`src/rtl/qrd_pkg.sv`:
```
package qrd_pkg;
  typedef enum logic [2:0] {
    PH_CMD,
    PH_ADDR,
    PH_DUMMY,
    PH_DATA,
    PH_WRAP,
    PH_IDLE
  } qrd_phase_e;

  localparam logic [7:0] OP_QREAD = 8'hEB;
  localparam logic [7:0] OP_WRAP  = 8'h77;
  localparam logic [1:0] CONT_KEY = 2'b10;
endpackage

```
`src/rtl/qrd_addr_next.sv`:
```
module qrd_addr_next #(
  parameter int AW = 20
) (
  input  logic [AW-1:0] cur,
  input  logic          wrap_en,
  input  logic [1:0]    wrap_sz,
  output logic [AW-1:0] nxt
);
  logic [AW-1:0] mask;
  logic [AW-1:0] inc;

  always_comb begin
    inc  = cur + AW'(1);
    mask = (AW'(8) << wrap_sz) - AW'(1);
    if (wrap_en) nxt = (cur & ~mask) | (inc & mask);
    else         nxt = inc;
  end
endmodule

```
`src/rtl/qrd_fetch.sv`:
```
module qrd_fetch #(
  parameter int AW = 20
) (
  input  logic          clk,
  input  logic          rst_n,
  input  logic          cs_n,
  input  logic          load,
  input  logic [AW-1:0] load_addr,
  input  logic          pull,
  input  logic          wrap_en,
  input  logic [1:0]    wrap_sz,
  output logic          mem_valid,
  output logic [AW-1:0] mem_addr,
  input  logic          mem_ready,
  input  logic [7:0]    mem_rdata,
  output logic [7:0]    byte_q
);
  logic [AW-1:0] addr_nxt;

  qrd_addr_next #(.AW(AW)) u_next (
    .cur(mem_addr), .wrap_en(wrap_en), .wrap_sz(wrap_sz), .nxt(addr_nxt)
  );

  always_ff @(posedge clk) begin
    if (!rst_n) begin
      mem_valid <= 1'b0;
      mem_addr  <= '0;
      byte_q    <= '0;
    end else if (cs_n) begin
      mem_valid <= 1'b0;
    end else begin
      if (mem_valid && mem_ready) begin
        byte_q    <= mem_rdata;
        mem_valid <= 1'b0;
        mem_addr  <= addr_nxt;
      end
      if (load) begin
        mem_addr  <= load_addr;
        mem_valid <= 1'b1;
      end else if (pull) begin
        mem_valid <= 1'b1;
      end
    end
  end
endmodule

```
`src/rtl/qrd_engine.sv`:
```
module qrd_engine #(
  parameter int AW         = 20,
  parameter int DUMMY_CLKS = 4
) (
  input  logic          clk,
  input  logic          rst_n,
  input  logic          cs_n,
  input  logic          sclk_rise,
  input  logic          sclk_fall,
  input  logic [3:0]    io_in,
  input  logic          qe,
  output logic [3:0]    io_out,
  output logic [3:0]    io_oe,
  output logic [AW-1:0] mem_addr,
  output logic          mem_valid,
  input  logic          mem_ready,
  input  logic [7:0]    mem_rdata
);
  import qrd_pkg::*;

  localparam int ADDR_NIBS = 6;
  localparam int MODE_NIBS = 2;
  localparam logic [2:0] ADDR_LAST  = 3'(ADDR_NIBS + MODE_NIBS - 1);
  localparam logic [2:0] MODE_FIRST = 3'(ADDR_NIBS);
  localparam logic [2:0] DUMMY_LAST = 3'(DUMMY_CLKS - 1);

  qrd_phase_e    phase;
  logic [2:0]    cnt;
  logic [6:0]    cmd_sh;
  logic [AW-1:0] addr_sh;
  logic [1:0]    mode_key;
  logic [2:0]    wrap_bits;
  logic          cont_q;
  logic          wrap_en_q;
  logic [1:0]    wrap_sz_q;
  logic          nib_hi;
  logic [3:0]    lo_nib;
  logic          oe_q;
  logic [7:0]    byte_q;
  logic [7:0]    op_full;
  logic          load;
  logic          pull;

  assign op_full = {cmd_sh, io_in[0]};
  assign load    = sclk_rise && !cs_n && phase == PH_ADDR && cnt == ADDR_LAST;
  assign pull    = sclk_fall && !cs_n && phase == PH_DATA && nib_hi;
  assign io_oe   = {4{oe_q}};

  qrd_fetch #(.AW(AW)) u_fetch (
    .clk(clk), .rst_n(rst_n), .cs_n(cs_n),
    .load(load), .load_addr(addr_sh), .pull(pull),
    .wrap_en(wrap_en_q), .wrap_sz(wrap_sz_q),
    .mem_valid(mem_valid), .mem_addr(mem_addr),
    .mem_ready(mem_ready), .mem_rdata(mem_rdata),
    .byte_q(byte_q)
  );

  always_ff @(posedge clk) begin
    if (!rst_n) begin
      phase     <= PH_CMD;
      cnt       <= '0;
      cmd_sh    <= '0;
      addr_sh   <= '0;
      mode_key  <= '0;
      wrap_bits <= '0;
      cont_q    <= 1'b0;
      wrap_en_q <= 1'b0;
      wrap_sz_q <= '0;
      nib_hi    <= 1'b1;
      lo_nib    <= '0;
      oe_q      <= 1'b0;
      io_out    <= '0;
    end else if (cs_n) begin
      phase  <= cont_q ? PH_ADDR : PH_CMD;
      cnt    <= '0;
      nib_hi <= 1'b1;
      oe_q   <= 1'b0;
    end else begin
      if (sclk_rise) begin
        case (phase)
          PH_CMD: begin
            cmd_sh <= op_full[6:0];
            cnt    <= cnt + 3'd1;
            if (cnt == 3'd7) begin
              if (qe && op_full == OP_QREAD)     phase <= PH_ADDR;
              else if (qe && op_full == OP_WRAP) phase <= PH_WRAP;
              else                               phase <= PH_IDLE;
            end
          end
          PH_ADDR: begin
            cnt <= cnt + 3'd1;
            if (cnt < MODE_FIRST)  addr_sh  <= {addr_sh[AW-5:0], io_in};
            if (cnt == MODE_FIRST) mode_key <= io_in[1:0];
            if (cnt == ADDR_LAST) begin
              cont_q <= (mode_key == CONT_KEY);
              phase  <= PH_DUMMY;
            end
          end
          PH_DUMMY: begin
            cnt <= cnt + 3'd1;
            if (cnt == DUMMY_LAST) begin
              phase <= PH_DATA;
              cnt   <= '0;
            end
          end
          PH_WRAP: begin
            cnt <= cnt + 3'd1;
            if (cnt == 3'd6) wrap_bits <= io_in[2:0];
            if (cnt == 3'd7) begin
              wrap_en_q <= ~wrap_bits[0];
              wrap_sz_q <= wrap_bits[2:1];
              phase     <= PH_IDLE;
            end
          end
          default: ;
        endcase
      end
      if (sclk_fall && phase == PH_DATA) begin
        if (nib_hi) begin
          io_out <= byte_q[7:4];
          lo_nib <= byte_q[3:0];
          oe_q   <= 1'b1;
          nib_hi <= 1'b0;
        end else begin
          io_out <= lo_nib;
          nib_hi <= 1'b1;
        end
      end
    end
  end
endmodule

```
`config.mk`:
```
export PLATFORM = sky130hd
export DESIGN_NAME = qrd_engine
export DESIGN_NICKNAME = d
export VERILOG_FILES = /design/src/rtl/qrd_pkg.sv /design/src/rtl/qrd_addr_next.sv /design/src/rtl/qrd_fetch.sv /design/src/rtl/qrd_engine.sv
export SDC_FILE = /design/constraint.sdc
export NUM_CORES = 1
export LEC_CHECK = 0
export BUFFER_PORTS_ARGS = -buffer_cell sky130_fd_sc_hd__buf_4
export CAP_MARGIN = 10
export CORE_MARGIN = 3
export CORE_UTILIZATION = 61
export CTS_CLUSTER_DIAMETER = 30
export DETAILED_ROUTE_END_ITERATION = 6
export PLACE_DENSITY = 0.84
export SYNTH_ARGS = -nofsm -noshare
export SYNTH_HDL_FRONTEND = slang
export SYNTH_SLANG_ARGS = --single-unit
```
`constraint.sdc`:
```
create_clock -name clk -period 2.6 [get_ports clk]
set_input_delay 0.13 -clock clk [delete_from_list [all_inputs] [get_ports clk]]
set_output_delay 0.13 -clock clk [all_outputs]
set_load 0.01 [all_outputs]
```
# Word-level counts from Yosys, hierarchy flattened
# Index checks and enable logic that the tools add are counted.
[word_totals]
reg_bits = 81
in_bits = 19
out_inout_bits = 29
wordCells = 94
[op_classes]
n_addsub = 3
magnitude_cmp = 1
eq_ne = 14
shift = 1
muxes = 20
bitwise_logic = 7
n_reduce_logical = 32
[ops]
columns = ["cell", "count"]
rows = [
  ["2-to-1 mux 20 bit", 3],
  ["AND 20 bit", 2],
  ["2-to-1 mux 3 bit", 8],
  ["adder 20 x 1 -> 20 bit, second input constant", 1],
  ["NOT 20 bit", 1],
  ["bitwise OR 20 bit", 1],
  ["AND reduction 4 bit", 5],
  ["left shift 4 x 2 -> 20 bit, first input constant", 1],
  ["subtractor 20 x 2 -> 20 bit, second input constant", 1],
  ["case mux 3 bit (4 select lines)", 1],
  ["logical AND 1 bit", 10],
  ["AND reduction 2 bit", 5],
  ["== test 3 x 2 -> 1 bit, second input constant", 3],
  ["== test 3 bit, second input constant", 3],
  ["inequality test 3 bit, second input constant", 3],
  ["== test 8 x 7 -> 1 bit, second input constant", 1],
  ["== test 8 bit, second input constant", 1],
  ["2-to-1 mux 1 bit", 6],
  ["case mux 3 bit (2 select lines)", 1],
  ["AND reduction 3 bit", 2],
  ["AND reduction 6 bit", 1],
  ["nonzero test 2 bit", 3],
  ["nonzero test 5 bit", 1],
  ["2-to-1 mux 4 bit", 1],
  ["11 further kinds", 13],
]

# Longest topological paths before layout
[logic_depth]
word_depth = 8
ltp_mapped = 7
depth_no_buf = 7

# Hierarchy
# From an unflattened synthesis, not the netlist that was laid out.
[hier_totals]
hier_cells = 438
hier_area_um2 = 4235.3
[modules_own_cells]
columns = ["mod", "instances", "cells_per_inst", "area_each_um2"]
rows = [
  ["qrd_engine", 1, 233, 2245.9],
  ["qrd_fetch", 1, 145, 1515.2],
  ["qrd_addr_next", 1, 60, 474.2],
]

# Worst setup path after synthesis
# Ideal clock, no wire load.
[synth_path]
path_type = "register to register"
start = "register u_fetch.mem_addr[0]"
end = "register (tool-made name)"
setup_ns = 0.133
t_arrival_ns = 1.703
t_required_ns = 2.467
slack_ns = 0.765
stages_incl_launch_ff = 8
n_path_buf = 1
cell_sequence = "dfxtp_1 -> ha_1 -> nand4b_4 -> or4_1 -> buf_6 -> nor3_2 -> xnor2_1 -> a21oi_1"
[synth_rtl]
columns = ["element", "line_no", "text"]
rows = [
  ["from (decl)", "qrd_fetch.sv:13", "output logic [AW-1:0] mem_addr,"],
  ["from (signal assigned)", "qrd_fetch.sv:35", "mem_addr <= addr_nxt;"],
  ["from (signal assigned)", "qrd_fetch.sv:38", "mem_addr <= load_addr;"],
]

==> metrics.csv <==
metric;value;unit
DRC;0;
row count;27;
Post-Route M1 WL;3700;um
mean routed wirelength per cell;16.0;um
Post-Layout Cell Count;538;
Synth Area in Compound Gates;14.5;%
first-pass GRT wire length;13800;um
Slew HR;53.5;%
f_max;486;MHz
worst path cell trace;ha_1, nand4b_4, or4_1, nor2_1, xnor2_1, a21oi_1;
Clk Latency, worst-skew pair;0.36;ns
Final min period;2.06;ns
Inst Count DP;523;
register area share after synthesis;45.1;%
CTS tree;done;
DR iter-0 viols;268;
fin crit share;79.1;%
Hold Violations, Final;0;
Setup CP Type;register to register;
vias in the first global route;2918;
Synth Warn #;0;
Synth top cells by count;dfxtp_1, nand2_1, a21oi_1;
slowest stage cell, crit path;or4_1;
clock sink count;81;
antenna-violating nets left;0;
Min-Delay Path Class;input pin to register;
IO Port Bufs;47;
CP required;2.82;ns
number of setup violations in the final report;0;
Post-Syn Area;0.00360;mm^2
RePlAce Congestion;0.834;
Worst Path Arrival;2.28;ns
H-tree levels;3;
GRT Total Usage;26.7;%
Final Skew;0.00693;ns
PwrDens;561;mW/mm^2
status;finished clean;
Max Slew Vio Count;0;
Vias/cell;5.91;
element type at the critical path end;register;
critical path peak fanout;6;
area leader, netlist;dfxtp_1;
Post-synth EDFFs;0;
Die Width;82.8;um
vias after detailed routing;3180;
most common cell in the netlist;dfxtp_1;
Net Count, Synth;451;
RSZ-0062 raised after global routing;false;
Die H;82.8;um
max incr delay on CP;0.67;ns
setup TNS;0;ns
Post-Synth Adder-Cell Area;1.39;%
top layer in use;met4;
Pleak;0.00161;uW
Initial Util;64.1;%
largest family of logic cells by synthesized area;simple AND/OR/NAND/NOR gates;
Yosys reg bits;81;
CTS Buf Count;9;
Mapped Cells;428;
Area Overhead vs Synth;16.0;%
Max IR drop VDD;0.472;mV
CTS clk-pin slew, worst paths;0.08;ns
NumNets Final;485;
DIE AREA;0.00685;mm^2
CTS max path bufs;2;
largest net degree at the start of global routing;43;
simple-gate share of the synthesized area;23.7;%
post-synthesis cell type count;48;
Worst Tran Pin Value;0.692;ns
Clock Tree Root;clkbuf_8;
wire length on met3;669;um
syn avg cell area;8.40;um^2
post-CTS sizing;0;
post-CTS repair timing setup buffer count;0;
startpoint types;register;
hpwl dp;5920;um
initial antenna violation count;0;
remaining global-route overflow;0;
synth top area cells;dfxtp_1, nand2_1, a21oi_1;
WL final;8580;um
cts hold-fix bufs;0;
# diodes;0;
met2 WL;4020;um
Core ar.;0.00561;mm^2
Async S/R FF share, synth;0;%
boundary pin count;48;
xor/xnor share of the synthesized area;4.38;%
drt pass-1 iters;5;
multiplexer share of the synthesized area;6.40;%
Synth top area share;45.1;%
layout cell share with drive strength beyond 1;16.1;%
max_cap viols;0;
Synth Flop Type;dfxtp_1;
[where the power goes]
part	internal [uW]	switching [uW]	leakage, uW	total (uW)
Combinational	35.1	50.4	0.000844	85.5
Clock	565	443	0.000110	1010
Sequential	1240	5.03	0.000653	1250
[kinds of logic (layout without fill, tap and decap cells)]
group | Yosys count | count (layout)
buffers and inverters | 36 | 74
multiplexers | 23 | 23
adder cells (fa/ha/maj) | 4 | 4
AND/OR/NAND/NOR | 174 | 174
XOR/XNOR | 18 | 18
flip-flops | 81 | 81
AO/OA/AOI/OAI | 92 | 92
[per-layer routing]
layer | vias to the layer above | global-route usage, %
met5 | - | 0
met4 | 0 | 10.6
met3 | 24 | 5.94
met2 | 127 | 42.7
met1 | 1493 | 35.1
li1 | 1536 | -
[final cells by class]
class,instances,area (um^2)
clock buffer,11,141
clock inverter,4,77.6
tap,72,90.1
multi-input combinational,311,1810
timing repair buffer,52,403
inverter,7,26.3
sequential,81,1620
fill,450,1440
[per-stage QoR]
stage	instance area [um^2]	hold slack [ns]	setup WS, ns	util, %	total power, uW
after floorplan	3600	0.266	0.765	-	1320
after global placement	3950	0.377	0.710	70.5	1360
after detailed placement	3950	0.385	0.592	70.5	1360
after CTS	4170	0.00245	0.566	74.4	2350
after global routing	4170	0.0179	0.430	74.4	2410
final	4170	0.0134	0.543	74.4	2340
[worst paths after layout]
kind         cells past startpoint  slack, ns           startpoint           endpoint
max                              6       0.54  u_fetch.mem_addr[0]           register
min reg2reg                      2       0.45          addr_sh[17]        addr_sh[17]
min                              3       0.01         mem_rdata[2]  u_fetch.byte_q[2]
max reg2reg                      6       0.54  u_fetch.mem_addr[0]           register
[critical path: cells and delay by family (launching register included)]
kind            cells  cell delay (ns)
compound gates      1             0.10
fa+ha+maj           1             0.23
simple gates        3             1.03
xor+xnor            1             0.15
flops               1             0.42
[placed cells by master (no fill, tap or decap), types with 2 or more instances in the layout]
cell type and instances:
and2_1 5, mux2i_1 23, nand2b_1 5, bufinv_16 2, a31oi_1 4, ha_1 4
or2_2 2, xnor2_1 12, a22oi_1 2, nor2_1 44, clkbuf_8 10, dfxtp_1 81
xor2_1 6, a21oi_1 52, clkinv_4 2, o21ai_0 16, inv_1 6, nand3_1 5
nor3_2 3, a211oi_1 10, nor3b_1 2, nand4_1 10, nor3_1 7, nand2_1 75
and4_1 3, buf_4 51, and3_1 2
(Power assumes the default switching activity.)
